===== config.mk =====
export PLATFORM = sky130hd
export DESIGN_NAME = idx_ptr_bank
export DESIGN_NICKNAME = d
export VERILOG_FILES = /design/src/rtl/ipb_pkg.sv /design/src/rtl/ipb_addr_dec.sv /design/src/rtl/ipb_step_reg.sv /design/src/rtl/idx_ptr_bank.sv
export SDC_FILE = /design/constraint.sdc
export NUM_CORES = 1
export LEC_CHECK = 0
export ABC_AREA = 1
export BUFFER_PORTS_ARGS = -buffer_cell sky130_fd_sc_hd__buf_4
export CAP_MARGIN = 0
export CORE_ASPECT_RATIO = 1.5
export CORE_MARGIN = 8
export CORE_UTILIZATION = 45
export CTS_CLUSTER_SIZE = 12
export DETAILED_ROUTE_END_ITERATION = 6
export GPL_ROUTABILITY_DRIVEN = 1
export MAX_ROUTING_LAYER = met4
export PLACE_DENSITY = 0.67
export SETUP_SLACK_MARGIN = 0.2
export SYNTH_ARGS = -nofsm -noshare
export SYNTH_HDL_FRONTEND = slang
export SYNTH_SLANG_ARGS = --single-unit
export TNS_END_PERCENT = 100

===== constraint.sdc =====
create_clock -name clk -period 1.8 [get_ports clk]
set_input_delay 0 -clock clk [delete_from_list [all_inputs] [get_ports clk]]
set_output_delay 0 -clock clk [all_outputs]
set_load 0.005 [all_outputs]

===== src/rtl/ipb_pkg.sv =====
package ipb_pkg;
  localparam int NIDX  = 5;
  localparam int NPTR  = 4;
  localparam int NSLOT = NIDX + NPTR;
  localparam int NCTL  = 7;
  localparam int NSTS  = 4;

  typedef enum logic [1:0] {
    RGN_IN  = 2'd0,
    RGN_OUT = 2'd1,
    RGN_EXP = 2'd2,
    RGN_MSK = 2'd3
  } region_e;

  // slot position of a region pointer inside the stepping bank
  function automatic int ptr_slot(input region_e r);
    return NIDX + int'(r);
  endfunction
endpackage


===== src/rtl/ipb_addr_dec.sv =====
module ipb_addr_dec
  import ipb_pkg::*;
#(
  parameter int AW = 6,
  parameter logic [AW-1:0] CTL_BASE = 6'h10,
  parameter logic [AW-1:0] STS_BASE = 6'h18,
  parameter logic [AW-1:0] MEM_BASE = 6'h20
) (
  input  logic             wr_en,
  input  logic             rd_en,
  input  logic [AW-1:0]    addr,
  output logic             mst_wr,
  output logic [NSLOT-1:0] slot_wr,
  output logic [NCTL-1:0]  ctl_wen,
  output logic [NSTS-1:0]  sts_ren,
  output logic             rd_mem
);
  assign mst_wr = wr_en && (addr == '0);

  for (genvar s = 0; s < NSLOT; s++) begin : g_slot
    assign slot_wr[s] = wr_en && (addr == AW'(s + 1));
  end

  for (genvar k = 0; k < NCTL; k++) begin : g_ctl
    assign ctl_wen[k] = wr_en && (addr == CTL_BASE + AW'(k));
  end

  for (genvar k = 0; k < NSTS; k++) begin : g_sts
    assign sts_ren[k] = rd_en && (addr == STS_BASE + AW'(k));
  end

  assign rd_mem = rd_en && (addr >= MEM_BASE);
endmodule


===== src/rtl/ipb_step_reg.sv =====
module ipb_step_reg #(
  parameter int DW = 16
) (
  input  logic          clk,
  input  logic          rst,
  input  logic          ld,
  input  logic [DW-1:0] ld_val,
  input  logic          inc,
  output logic [DW-1:0] q
);
  function automatic logic [DW-1:0] step(input logic [DW-1:0] v);
    return v + DW'(1);
  endfunction

  always_ff @(posedge clk) begin
    if (rst)       q <= '0;
    else if (ld)   q <= ld_val;
    else if (inc)  q <= step(q);
  end
endmodule


===== src/rtl/idx_ptr_bank.sv =====
module idx_ptr_bank
  import ipb_pkg::*;
#(
  parameter int DW = 16,
  parameter int AW = 6,
  parameter logic [DW-1:0] IN_BASE  = 16'h0000,
  parameter logic [DW-1:0] OUT_BASE = 16'h4000,
  parameter logic [DW-1:0] EXP_BASE = 16'h8000,
  parameter logic [DW-1:0] MSK_BASE = 16'hC000,
  parameter logic [AW-1:0] CTL_BASE = 6'h10,
  parameter logic [AW-1:0] STS_BASE = 6'h18,
  parameter logic [AW-1:0] MEM_BASE = 6'h20
) (
  input  logic                      clk,
  input  logic                      rst,
  input  logic                      wr_en,
  input  logic                      rd_en,
  input  logic [AW-1:0]             addr,
  input  logic [DW-1:0]             wdata,
  input  logic [NSLOT-1:0]          mem_acc,
  output logic [DW-1:0]             rdata,
  output logic [NSLOT-1:0][DW-1:0]  slot_q,
  output logic [NCTL-1:0]           ctl_wen,
  output logic [NSTS-1:0]           sts_ren,
  output logic                      rd_mem
);
  localparam logic [NPTR-1:0][DW-1:0] BASES = {MSK_BASE, EXP_BASE, OUT_BASE, IN_BASE};

  function automatic logic [DW-1:0] relocate(input logic [DW-1:0] base,
                                             input logic [DW-1:0] off);
    return base + off;
  endfunction

  // named internal events
  logic             mst_wr;
  logic [NSLOT-1:0] slot_wr;
  logic [NSLOT-1:0] slot_ld;
  logic [NSLOT-1:0][DW-1:0] slot_ld_val;
  logic [DW-1:0]    mst_q;

  ipb_addr_dec #(
    .AW(AW), .CTL_BASE(CTL_BASE), .STS_BASE(STS_BASE), .MEM_BASE(MEM_BASE)
  ) i_dec (
    .wr_en(wr_en), .rd_en(rd_en), .addr(addr),
    .mst_wr(mst_wr), .slot_wr(slot_wr),
    .ctl_wen(ctl_wen), .sts_ren(sts_ren), .rd_mem(rd_mem)
  );

  always_ff @(posedge clk) begin
    if (rst)         mst_q <= '0;
    else if (mst_wr) mst_q <= wdata;
  end

  for (genvar s = 0; s < NSLOT; s++) begin : g_bank
    if (s < NIDX) begin : g_idx
      assign slot_ld[s]     = slot_wr[s];
      assign slot_ld_val[s] = wdata;
    end else begin : g_ptr
      assign slot_ld[s]     = slot_wr[s] | mst_wr;
      assign slot_ld_val[s] = slot_wr[s] ? wdata : relocate(BASES[s - NIDX], wdata);
    end
    ipb_step_reg #(.DW(DW)) i_reg (
      .clk(clk), .rst(rst), .ld(slot_ld[s]), .ld_val(slot_ld_val[s]),
      .inc(mem_acc[s]), .q(slot_q[s])
    );
  end

  always_comb begin
    rdata = '0;
    if (addr == '0) rdata = mst_q;
    for (int s = 0; s < NSLOT; s++) begin
      if (addr == AW'(s + 1)) rdata = slot_q[s];
    end
  end
endmodule


==> impl_metrics.json <==
{
  "cts_max_path_buffers": 2,
  "tightest_slew_ns": 0.726,
  "grt.total_usage_pct": 34.7,
  "fin_nets": 1985,
  "rr_worst_depth": 8,
  "finalSetupViolCount": 0,
  "worstSkewPairLatency_ns": 0.45,
  "initial_core_util_pct": 45.3,
  "crit_arrival_ns": 1.63,
  "hold_path_class": "primary input to flop",
  "critical_path_required_ns": 1.80,
  "rows": 68,
  "gp_congestion": 1.08,
  "drt_wl_total_um": 48800,
  "grt_max_degree": 56,
  "vias": 12800,
  "ios": 207,
  "rrSetupSlack_ns": 0.29,
  "p_leak_uw": 0.00613,
  "antenna_found_initial": 0,
  "die_h_um": 202,
  "die_area_um2": 28200,
  "core_area_um2": 22800,
  "status": "completed",
  "synthCells": 1643,
  "synth.distinct_cells": 37,
  "cts_tree": "done",
  "drv_cap": 0,
  "ys.flop_type": "dfxtp_1",
  "syn2layout_area_growth_pct": 40.1,
  "worstPathCellList": "buf_4 > inv_2 > nand2_1 > nor2_4 > nand2_2 > nor2_1 > nor2_4 > nand4_1 > nand2_2 > nand4_1 > buf_4",
  "timing.rr.start": "g_bank[1].i_reg.q[1]$_SDFFE_PP0P_",
  "die_x_um": 140,
  "n_antenna_cell": 0,
  "synth_seq_area_share_pct": 31.0,
  "fin_tns_setup_ns": 0,
  "fin_cells": 2234,
  "rsz0062_at_grt": "true",
  "start_kind": "primary input",
  "synth.ff_latch_count": 160,
  "startpoint": "addr[3]",
  "placed_cells": 2141,
  "wire_per_inst_um": 21.9,
  "drt_iter0_drc": 1027,
  "ir_worst_vdd_mv": 0.634,
  "grt_pass1_vias": 12600,
  "power_uw": 8710,
  "synth_edf_count": 0,
  "grt_pass1_wl_um": 72800,
  "layout_commonest_cell": "nand2_1",
  "async_reset_ff_share_pct": 0,
  "cp-end-kind": "primary output",
  "syn_nets": 1687,
  "drive_gt1_share_pct": 29.4,
  "r2r_end": "g_bank[1].i_reg.q[10]$_SDFFE_PP0P_",
  "cts.clk_slew.worst_paths_ns": 0.06,
  "layout_common_cells": "nand2_1, buf_4, inv_1",
  "via_per_inst": 5.72,
  "synth_warnings": 0,
  "postPlaceCellArea_um2": 12600,
  "power.density_nw_per_um2": 602,
  "whs_ns": 0.0204,
  "crit_buf_inv": 3,
  "htree_levels": 4,
  "drv_slew": 0,
  "grt_overflow": 0,
  "avgSynthCellArea_um2": 6.29,
  "critPathSlowestCell": "nor2_4",
  "worst_path_dominant_cell_family": "simple AND/OR/NAND/NOR gates",
  "path_class": "primary input to primary output",
  "critPathMaxFanout": 13,
  "drtAntennaViolNets": 0,
  "cp_num_cells": 11,
  "remaining_drc_errors": 0,
  "numPortBuffers": 206,
  "timing.fmax_mhz": 615,
  "final_area_um2": 14500,
  "cts-root-buf": "clkbuf_16",
  "final-hold-violation-count": 0,
  "fin_crit_sh_pct": 90.3,
  "critPathMaxStageDelay_ns": 0.28,
  "finClkSkew_ns": 0.00805,
  "cts.sinks": 160,
  "critPathCapture": "rdata[7]",
  "syn_area_um2": 10300,
  "relSlewSlack_pct": 51.5,
  "numCtsBuffers": 17,
  "drtPass1Iterations": 6,
  "fin_crit_ns": 1.63,
  "dp_hpwl_um": 36200
}
kinds of logic after synthesis:
group | share of synthesized area [%]
compound gates | 16.0
xor+xnor | 7.80
fa+ha+maj | 1.09
buf+inv | 8.92
flops | 31.0
simple gates | 35.2
metal layers:
layer | wire length (um) | vias up | global-route usage [%]
met3 | 3370 | 199 | 6.83
met5 | 0 | - | -
li1 | - | 5994 | -
met2 | 23600 | 635 | 57.8
met4 | 3540 | 0 | 22.2
met1 | 18300 | 5953 | 37.2
worst register-to-register path: cells and delay by family, from the launching register on:
family	cells	cell delay, ns
flops	1	0.35
simple gates	5	0.63
fa+ha+maj	1	0.16
xor+xnor	1	0.17
compound gates	1	0.10
synth_stat cells, types with 12 or more instances:
library cell	count	area share [%]
nand2_1	414	15
nor2_1	177	6.4
dfxtp_1	160	31
inv_1	160	5.8
a21oi_1	139	6.7
nand3_1	114	5.5
o21ai_0	112	5.4
xor2_1	60	5.1
nand4_1	56	3.4
clkbuf_1	45	1.6
nor3_1	41	2.0
xnor2_1	32	2.7
buf_2	16	0.78
o22ai_1	12	0.73
metrics by stage:
stage               util, %  setup WS [ns]
floorplan                 -          0.255
global placement       55.1          0.113
detailed placement     55.1          0.118
CTS                    60.0          0.126
global route           63.5         0.0836
finish                 63.5          0.174
state kept, by name, summed over array words and instances (netlist names):
name	flops
mst_q	16
g_bank.i_reg.q	144
worst min path at each step:
stage	startpoint	to	slack, ns	cells past startpoint
6_report	wdata[10]	g_bank[0].i_reg.q[10]$_SDFFE_PP0P_	0.02	3
5_1_grt	wdata[10]	mst_q[10]$_SDFFE_PP0P_	0.02	3
4_1_cts	wdata[6]	g_bank[5].i_reg.q[6]$_SDFFE_PP0P_	0.0002	3
3_5_place_dp	rd_en	rd_mem	0.29	4
3_3_place_gp	rd_en	rd_mem	0.29	4
2_1_floorplan	addr[5]	rd_mem	0.07	2
cell type report:
class	instances	area (um2)
tap	280	350
fill	2147	8330
clock buffer	23	488
sequential	160	3340
inverter	170	649
timing repair buffer	345	2720
clock inverter	9	130
multi-input combinational	1247	6800
power breakdown:
part,internal (uW),switching (uW)
clock,2330,1590
sequential,3590,105
combinational,415,681
what timing repair did:
| item | in CTS | in global routing |
|---|---|---|
| cloned | 0 | 0 |
| pin swaps | 21 | 70 |
| resized for setup | 76 | 176 |
| hold buffers | 25 | 0 |
| setup buffers | 10 | 26 |
| setup endpoints to repair | 37 | 64 |
| hold endpoints to repair | 56 | 0 |
No activity file was read; power rests on OpenSTA's default activity.
